### src/rtl/gpio_irq_pkg.sv
package gpio_irq_pkg;
  localparam int ADDR_W = 3;

  typedef enum logic [ADDR_W-1:0] {
    A_SENSE  = 3'd0,
    A_BOTH   = 3'd1,
    A_EVENT  = 3'd2,
    A_MASK   = 3'd3,
    A_RAW    = 3'd4,
    A_MSKST  = 3'd5,
    A_CLEAR  = 3'd6,
    A_SPARE  = 3'd7
  } reg_addr_e;
endpackage

### src/rtl/gpio_irq_sync.sv
module gpio_irq_sync #(
  parameter int W = 8
) (
  input  logic         clk,
  input  logic         rst,
  input  logic [W-1:0] din,
  output logic [W-1:0] cur,
  output logic [W-1:0] prev
);
  logic [W-1:0] meta_q;
  logic [W-1:0] cur_q;
  logic [W-1:0] prev_q;

  always_ff @(posedge clk) begin
    if (rst) begin
      meta_q <= '0;
      cur_q  <= '0;
      prev_q <= '0;
    end else begin
      meta_q <= din;
      cur_q  <= meta_q;
      prev_q <= cur_q;
    end
  end

  assign cur  = cur_q;
  assign prev = prev_q;
endmodule

### src/rtl/gpio_irq_pin.sv
module gpio_irq_pin (
  input  logic clk,
  input  logic rst,
  input  logic cur,
  input  logic prev,
  input  logic sense,
  input  logic both,
  input  logic evsel,
  input  logic clr,
  output logic hit,
  output logic raw
);
  logic rise;
  logic fall;
  logic lvl;
  logic raw_q;

  assign rise = cur & ~prev;
  assign fall = ~cur & prev;
  assign lvl  = evsel ? cur : ~cur;

  always_comb begin
    if (sense)      hit = 1'b0;
    else if (both)  hit = rise | fall;
    else if (evsel) hit = rise;
    else            hit = fall;
  end

  always_ff @(posedge clk) begin
    if (rst)        raw_q <= 1'b0;
    else if (sense) raw_q <= lvl;
    else            raw_q <= hit | (raw_q & ~clr);
  end

  assign raw = raw_q;
endmodule

### src/rtl/gpio_irq_regs.sv
module gpio_irq_regs
  import gpio_irq_pkg::*;
#(
  parameter int               NPINS = 8,
  parameter logic [NPINS-1:0] CONN  = '1
) (
  input  logic              clk,
  input  logic              rst,
  input  logic              bus_sel,
  input  logic              bus_wr,
  input  logic [ADDR_W-1:0] bus_addr,
  input  logic [NPINS-1:0]  bus_wdata,
  output logic [NPINS-1:0]  bus_rdata,
  input  logic [NPINS-1:0]  raw,
  output logic [NPINS-1:0]  sense,
  output logic [NPINS-1:0]  both,
  output logic [NPINS-1:0]  evsel,
  output logic [NPINS-1:0]  mask,
  output logic [NPINS-1:0]  clr
);
  reg_addr_e          addr;
  logic               do_wr;
  logic               do_rd;
  logic [NPINS-1:0]   wval;
  logic [NPINS-1:0]   sense_q, both_q, evsel_q, mask_q;
  logic [NPINS-1:0]   rmux;
  logic [NPINS-1:0]   rdata_q;

  assign addr  = reg_addr_e'(bus_addr);
  assign do_wr = bus_sel & bus_wr;
  assign do_rd = bus_sel & ~bus_wr;
  assign wval  = bus_wdata & CONN;

  always_ff @(posedge clk) begin
    if (rst) begin
      sense_q <= '0;
      both_q  <= '0;
      evsel_q <= '0;
      mask_q  <= '0;
    end else if (do_wr) begin
      case (addr)
        A_SENSE: sense_q <= wval;
        A_BOTH:  both_q  <= wval;
        A_EVENT: evsel_q <= wval;
        A_MASK:  mask_q  <= wval;
        default: ;
      endcase
    end
  end

  assign clr = (do_wr && addr == A_CLEAR) ? wval : '0;

  always_comb begin
    case (addr)
      A_SENSE: rmux = sense_q;
      A_BOTH:  rmux = both_q;
      A_EVENT: rmux = evsel_q;
      A_MASK:  rmux = mask_q;
      A_RAW:   rmux = raw & CONN;
      A_MSKST: rmux = raw & mask_q & CONN;
      default: rmux = '0;
    endcase
  end

  always_ff @(posedge clk) begin
    if (rst)        rdata_q <= '0;
    else if (do_rd) rdata_q <= rmux;
  end

  assign bus_rdata = rdata_q;
  assign sense     = sense_q;
  assign both      = both_q;
  assign evsel     = evsel_q;
  assign mask      = mask_q;
endmodule

### src/rtl/gpio_irq_unit.sv
module gpio_irq_unit
  import gpio_irq_pkg::*;
#(
  parameter int               NPINS    = 8,
  parameter logic [NPINS-1:0] PIN_CONN = '1
) (
  input  logic             clk,
  input  logic             rst,
  input  logic [NPINS-1:0] pins_i,
  input  logic             bus_sel,
  input  logic             bus_wr,
  input  logic [2:0]       bus_addr,
  input  logic [NPINS-1:0] bus_wdata,
  output logic [NPINS-1:0] bus_rdata,
  output logic             irq_o
);
  logic [NPINS-1:0] cur, prev;
  logic [NPINS-1:0] sense_q, both_q, evsel_q, mask_q;
  logic [NPINS-1:0] clr_bits;
  logic [NPINS-1:0] raw_q;
  logic [NPINS-1:0] edge_hit;
  logic             irq_q;

  gpio_irq_sync #(.W(NPINS)) u_sync (
    .clk (clk),
    .rst (rst),
    .din (pins_i),
    .cur (cur),
    .prev(prev)
  );

  gpio_irq_regs #(.NPINS(NPINS), .CONN(PIN_CONN)) u_regs (
    .clk      (clk),
    .rst      (rst),
    .bus_sel  (bus_sel),
    .bus_wr   (bus_wr),
    .bus_addr (bus_addr),
    .bus_wdata(bus_wdata),
    .bus_rdata(bus_rdata),
    .raw      (raw_q),
    .sense    (sense_q),
    .both     (both_q),
    .evsel    (evsel_q),
    .mask     (mask_q),
    .clr      (clr_bits)
  );

  for (genvar i = 0; i < NPINS; i++) begin : g_pin
    if (PIN_CONN[i]) begin : g_wired
      gpio_irq_pin u_pin (
        .clk  (clk),
        .rst  (rst),
        .cur  (cur[i]),
        .prev (prev[i]),
        .sense(sense_q[i]),
        .both (both_q[i]),
        .evsel(evsel_q[i]),
        .clr  (clr_bits[i]),
        .hit  (edge_hit[i]),
        .raw  (raw_q[i])
      );
    end else begin : g_open
      assign edge_hit[i] = 1'b0;
      assign raw_q[i]    = 1'b0;
    end
  end

  always_ff @(posedge clk) begin
    if (rst) irq_q <= 1'b0;
    else     irq_q <= |(raw_q & mask_q);
  end

  assign irq_o = irq_q;
endmodule

### config.mk
export PLATFORM = sky130hd
export DESIGN_NAME = gpio_irq_unit
export DESIGN_NICKNAME = d
export VERILOG_FILES = /design/src/rtl/gpio_irq_pkg.sv /design/src/rtl/gpio_irq_sync.sv /design/src/rtl/gpio_irq_pin.sv /design/src/rtl/gpio_irq_regs.sv /design/src/rtl/gpio_irq_unit.sv
export SDC_FILE = /design/constraint.sdc
export NUM_CORES = 1
export LEC_CHECK = 0
export ABC_CLOCK_PERIOD_IN_PS = 4300
export BUFFER_PORTS_ARGS = -buffer_cell sky130_fd_sc_hd__clkbuf_2
export CAP_MARGIN = 20
export CORE_MARGIN = 3
export CORE_UTILIZATION = 47
export CTS_BUF_LIST = sky130_fd_sc_hd__clkbuf_16
export CTS_CLUSTER_SIZE = 20
export DETAILED_ROUTE_END_ITERATION = 10
export GPL_TIMING_DRIVEN = 0
export PLACE_DENSITY = 0.66
export SLEW_MARGIN = 20
export SYNTH_ARGS = -nofsm -noshare
export SYNTH_HDL_FRONTEND = slang
export SYNTH_SLANG_ARGS = --single-unit
export TNS_END_PERCENT = 10
### constraint.sdc
create_clock -name clk -period 4.3 [get_ports clk]
set_clock_uncertainty 0.05 [all_clocks]
set_input_delay 0.86 -clock clk [delete_from_list [all_inputs] [get_ports clk]]
set_output_delay 0.86 -clock clk [all_outputs]
set_load 0.03 [all_outputs]
==> results of run 1 <==
==> through the flow <==
stage                     utilization  worst slack (ns)  instance area (sq um)  total power, mW  hold WS [ns]
after floorplan                     -              2.10                   3320            0.779         0.364
after global placement          0.526              1.75                   3590            0.814         0.366
after detailed placement        0.526              1.74                   3590            0.817         0.370
after CTS                       0.572              2.07                   3910             1.59         0.384
after global routing            0.572              1.97                   3910             1.64         0.404
final                           0.572              2.10                   3910             1.58         0.382
==> per-layer routing <==
metal | up-vias | global-route usage | routed length (um)
li1 | 1259 | - | -
met1 | 1158 | 0.249 | 3470
met2 | 50 | 0.299 | 3360
met3 | 9 | 0.0377 | 311
met4 | 0 | 0.0893 | 114
met5 | - | 0 | 0
==> sequential cells by signal, indices dropped and copies added, names as in the netlist <==
| name | flops |
|---|---|
| irq_o | 1 |
| u_regs.evsel | 8 |
| u_regs.sense | 8 |
| u_regs.both | 8 |
| u_regs.mask | 8 |
| u_sync.cur | 8 |
| u_sync.meta_q | 8 |
| g_pin.g_wired.u_pin.raw | 8 |
| u_sync.prev | 8 |
| u_regs.bus_rdata | 8 |
==> final cells by class <==
| class | instances | area share |
|---|---|---|
| Clock buffer | 9 | 0.0577 |
| Clock inverter | 7 | 0.0224 |
| Buffer | 18 | 0.0192 |
| Timing Repair Buffer | 30 | 0.0384 |
| Tap cell | 96 | 0.0307 |
| Inverter | 25 | 0.0240 |
| Multi-Input combinational cell | 224 | 0.433 |
| Sequential cell | 73 | 0.374 |
==> worst max-delay path, cell delays in order <==
cell and delay (ns):
clkbuf_2 0.12, buf_2 0.21, a211oi_1 0.90, o31ai_1 0.21, nand2_1 0.11
==> how the worst max path moves through the flow <==
stage                                to  slack (ns)
floorplan               u_regs.sense[4]        2.10
global placement    u_regs.bus_rdata[6]        1.75
detailed placement  u_regs.bus_rdata[6]        1.74
CTS                 u_regs.bus_rdata[6]        2.07
global route        u_regs.bus_rdata[6]        1.97
finish              u_regs.bus_rdata[6]        2.10
==> report_power, final <==
group / internal (mW) / total, mW / switching, mW / leakage, nW
clock network: 0.502 / 0.780 / 0.278 / 0.156
registers: 0.694 / 0.705 / 0.0118 / 0.593
logic: 0.0388 / 0.0966 / 0.0578 / 0.927
==> cells in the mapped netlist, types with 2 or more instances <==
library cell  instances
nor3_1                2
inv_1                24
nor2_1               54
clkbuf_1              6
or4b_1                2
o31ai_1               2
nand4b_1              2
a221oi_1              8
dfxtp_1              73
buf_1                 6
buf_2                 6
xor2_1                8
mux2i_1              64
nand2_1               5
o22ai_1               6
ha_1                 16
and4bb_2              2
a221o_1               6
a22oi_1               4
o21ai_0              16
nor2b_1              17
==> cell families after synthesis <==
| logic type | after synthesis | share of synthesized area |
|---|---|---|
| XOR/XNOR | 8 | 0.0211 |
| adder cells (fa/ha/maj) | 16 | 0.0602 |
| AO/OA/AOI/OAI | 44 | 0.0930 |
| buffers and inverters | 43 | 0.0508 |
| flip-flops | 73 | 0.440 |
| multiplexers | 64 | 0.193 |
| AND/OR/NAND/NOR | 92 | 0.142 |
==> results_dict.tcl, run 1 <==
set metrics [dict create \
    portBuffers 30 \
    grt_usage 0.190 \
    diodes 0 \
    synth-edff-count 0 \
    drive_above_1_share 0.145 \
    tns_ns 0 \
    synth_top_area_share 0.440 \
    routedWlPerCell_um 15.0 \
    ant_nets 0 \
    clkTransAtPathRegs_ns 0.06 \
    setup_violations 0 \
    drtIter0Drc 86 \
    synth.yosys.seq_area_share 0.440 \
    layout_common_cells "73 x dfxtp_1, 64 x mux2i_1, 54 x nor2_1, 30 x clkbuf_2, 26 x inv_1" \
    die_w_um 90.1 \
    reg2reg_to "g_pin[5].g_wired.u_pin.raw" \
    clockRootBuffer "clkbuf_16" \
    power.density_nw_per_um2 405 \
    via_per_inst 5.14 \
    ys_ff_latch 73 \
    clock-sinks 73 \
    synthTopCellsByArea "dfxtp_1 44%, mux2i_1 19%, nor2_1 6.1%" \
    crit-reg2reg-launch "u_sync.prev[5]" \
    clock_path_buffers 2 \
    htree_levels 3 \
    num_vias 2476 \
    rows 30 \
    tightestPinTransition_ns 1.05 \
    netlist_instances 340 \
    fin_crit_ns 2.20 \
    dp_hpwl_um 4900 \
    first_pass_iters 4 \
    report.final.slew_viol_count 0 \
    ys.flop_type "dfxtp_1" \
    worstHoldStart "u_sync.meta_q[5]" \
    area_growth_pct 17.5 \
    critPathKind "primary input to flip-flop" \
    multi_input_area_sq_um 1690 \
    status "finished, final reports clean" \
    fin_crit_sh 0.511 \
    hold_end "u_sync.cur[5]" \
    synth.distinct_cells 32 \
    ctsHoldBuffers 0 \
    critPathRequiredTime_ns 4.52 \
    maxCapViolCount 0 \
    whs_path_depth 1 \
    yosys_warnings 0 \
    rr_worst_depth 5 \
    max_slew_margin 0.298 \
    finalWirelength_um 7250 \
    post-cts-setup-buffer-count 0 \
    stdcell_count 482 \
    hp-class "flip-flop to flip-flop" \
    grt_pass1_vias 2392 \
    final_nets 420 \
    hold_viol 0 \
    crit_start "bus_addr[2]" \
    antenna_found_initial 0 \
    worstPathMaxFanout 10 \
    synth_area_sq_um 3320 \
    grt_overflow 0 \
    synthArstFlopShare 0 \
    core_sq_um 6830 \
    syn_nets 379 \
    startpoint_type "primary input" \
    cts_resized 0 \
    dieArea_sq_um 8120 \
    max-vdd-ir-drop_mv 0.197 \
    nFillCells 620 \
    r2r_setup_slack_ns 3.07 \
    syn_area_per_cell_sq_um 9.77 \
    rsz0062_at_grt "false" \
    grt_max_degree 13 \
    end_kind "flip-flop" \
    area.sequential_sq_um 1460 \
    tritoncts "yes" \
    start_util 0.486 \
    die_h_um 90.1 \
    leakage_nw 1.68 \
    clock_latency_ns 0.33 \
    layout_commonest_cell "dfxtp_1" \
    fmax_mhz 455 \
    grt_pass1_wl_um 12100 \
    dp.cells 466 \
    routabilityCongestion 0.836 \
    cts_buffers 9 \
    drc 0 \
    yosys.area.top_type "dfxtp_1" \
    ioPinCount 32 \
    cp.arrival_ns 2.41 \
]
Power figures use the tool's default switching activity.
==> inputs of run 2 (changes only) <==
- ABC_AREA: default -> 1
- ABC_CLOCK_PERIOD_IN_PS: 4300 -> 2000
- PLACE_DENSITY: 0.66 -> 0.68
- clock period: 4.3 -> 2 ns (I/O delays scaled with it)
==> run 2 against run 1 <==
Compared with the run above: sequential share of layout area down 0.11 points; cell count rose by 26%; critical path depth up 1; design area grew 0.29%; largest power group is now registers; combinational power grew to 2.6 times the previous value; core utilization fell by 0.46 points; first-iteration DRC count increased to 3.8 times the previous value; via count up 30%; largest cell class unchanged; synthesized cell count increased by 37%; flip-flop and latch count did not move; setup slack got worse by 2.0 ns; critical path type unchanged; hold slack worse by 0.18 ns.
==> results_dict.tcl, run 2 <==
set metrics [dict create \
    startpoint_type "primary input" \
    cpLargestDelayFamily "buffers and inverters" \
    tritoncts "yes" \
    dieArea_sq_um 8300 \
    rows 30 \
    r2r_setup_slack_ns 0.83 \
    highest_layer "met4" \
    synth.yosys.seq_area_share 0.430 \
    ys_ff_latch 73 \
    htree_levels 3 \
    status "finished, final reports clean" \
    synth.distinct_cells 24 \
    worstPathCellList "clkbuf_2 > inv_1 > clkbuf_1 > nand4_1 > o21ai_0 > a31oi_1" \
    stdcell_count 607 \
    fin_crit_ns 1.94 \
    report.final.slew_viol_count 0 \
    cts_resized 0 \
    synth-edff-count 0 \
    finalWirelength_um 9070 \
    clkTransAtPathRegs_ns 0.05 \
    intPower_mw 2.38 \
    power.total_mw 3.17 \
    cp.arrival_ns 2.10 \
    clock_path_buffers 2 \
    num_vias 3223 \
    die_h_um 91.1 \
    ioPinCount 32 \
    critPathKind "primary input to flip-flop" \
    fmax_mhz 517 \
    cts_buffers 9 \
    max_slew_margin 0.517 \
    grt_usage 0.229 \
    drive_above_1_share 0.123 \
    ctsHoldBuffers 0 \
    leakage_nw 1.71 \
    hold_viol 0 \
    grt_pass1_vias 2980 \
    portBuffers 30 \
    switching_share 0.248 \
    fin_crit_sh 0.968 \
    layout_commonest_cell "nand2_1" \
    synth_area_sq_um 3400 \
    area_growth_pct 15.2 \
    crit_buf_inv 3 \
    end_kind "flip-flop" \
    wl_met1_um 4070 \
    core_sq_um 6910 \
    routabilityCongestion 0.903 \
    synth_top_area_share 0.430 \
    grt_pass1_wl_um 14600 \
    dp.cells 593 \
    ant_nets 0 \
    clock_power_share 0.437 \
    setup_violations 0 \
    route.met3.wl_um 792 \
    area.sequential_sq_um 1460 \
    critPathRequiredTime_ns 2.16 \
    nFillCells 680 \
    via_per_inst 5.31 \
    seq_power_share 0.485 \
    grt_max_degree 11 \
    syn_nets 506 \
    drtIter0Drc 328 \
    worstPathMaxFanout 10 \
    max-vdd-ir-drop_mv 0.523 \
    yosys_warnings 0 \
    final_nets 547 \
    cp_slowest_cell "nand4_1" \
    netlist_instances 467 \
    start_util 0.493 \
    hold-worst-slack_ns 0.198 \
    post-cts-setup-buffer-count 0 \
    grt_overflow 0 \
    p_sw_mw 0.786 \
    ys.flop_type "dfxtp_1" \
    synthTopCellsByArea "dfxtp_1 43%, nand2_1 9.2%, o21ai_0 9.1%" \
    first_pass_iters 6 \
    antenna_found_initial 0 \
    yosys.area.top_type "dfxtp_1" \
    yosysMostFrequentCell "nand2_1" \
    drc 0 \
    synth_common_cells "83 x nand2_1, 73 x dfxtp_1, 62 x o21ai_0" \
    cpPeakStageDelay_ns 0.57 \
    synthArstFlopShare 0 \
    combPwrFrac 0.078 \
    routedWlPerCell_um 14.9 \
    clockRootBuffer "clkbuf_16" \
    hp-class "primary input to flip-flop" \
    clock-sinks 73 \
    tightestPinTransition_ns 0.724 \
    rsz0062_at_grt "false" \
    dp_hpwl_um 5980 \
    final_util 0.567 \
    wl_met2_um 3930 \
    layout_common_cells "83 x nand2_1, 73 x dfxtp_1, 65 x inv_1, 62 x o21ai_0, 51 x nor2_1" \
    power.density_nw_per_um2 809 \
    diodes 0 \
    multi_input_area_sq_um 1610 \
    maxCapViolCount 0 \
    die_w_um 91.1 \
    syn_area_per_cell_sq_um 7.28 \
    clock_latency_ns 0.34 \
]
## run 2: cell count changes in the layout (fill, tap and decap cells not counted), sizes merged, moves of 9 or more
cell,change
nand4,+10
nand2,+78
mux2i,-64
a31oi,+9
nand3,+27
o21ai,+48
a21oi,+47
inv,+41
nor2b,-17
## run 2: final timing paths
path                          from                          to  cells after the start
hold reg to reg   u_sync.meta_q[0]               u_sync.cur[0]                      2
setup / recovery       bus_addr[0]  g_pin[1].g_wired.u_pin.raw                      6
hold / removal           pins_i[4]            u_sync.meta_q[4]                      3
setup reg to reg     u_sync.cur[0]  g_pin[0].g_wired.u_pin.raw                      6
## run 2: power by group through the flow
stage,combinational (mW),clock [mW],sequential (mW)
global placement,0.239,0,1.57
floorplan,0.151,0,1.56
global route,0.278,1.47,1.54
CTS,0.246,1.40,1.54
detailed placement,0.244,0,1.57
finish,0.248,1.38,1.54
## run 2: routing by layer
metal | global-route usage | vias to the layer above
li1 | - | 1607
met1 | 0.300 | 1437
met2 | 0.343 | 155
met3 | 0.0563 | 24
met4 | 0.129 | 0
met5 | 0 | -
## run 2: final cells by class
| type | instances | area share |
|---|---|---|
| Multi-Input combinational cell | 313 | 0.412 |
| Sequential cell | 73 | 0.373 |
| Inverter | 64 | 0.0626 |
| Clock buffer | 9 | 0.0575 |
| Timing Repair Buffer | 30 | 0.0383 |
| Tap cell | 96 | 0.0307 |
| Buffer | 17 | 0.0208 |
| Clock inverter | 5 | 0.00511 |
## run 2: kinds of logic after synthesis
family / after synthesis / share of synthesized area
adder cells (fa/ha/maj): 16 / 0.0588
flip-flops: 73 / 0.430
AND/OR/NAND/NOR: 177 / 0.228
AO/OA/AOI/OAI: 120 / 0.188
buffers and inverters: 81 / 0.0960
## run 2: tightest hold or removal path, delay by kind of cell
kind / cells / cell delay, ns
buf+inv: 2 / 0.12
simple gates: 1 / 0.03
## run 2: per-stage QoR
stage / worst slack (ns) / cell area, sq um / setup TNS, ns
finish: 0.0643 / 3920 / 0
global route: 0.0165 / 3920 / 0
CTS: 0.131 / 3920 / 0
detailed placement: -0.215 / 3670 / -2.05
global placement: -0.190 / 3670 / -1.93
floorplan: 0.544 / 3400 / 0
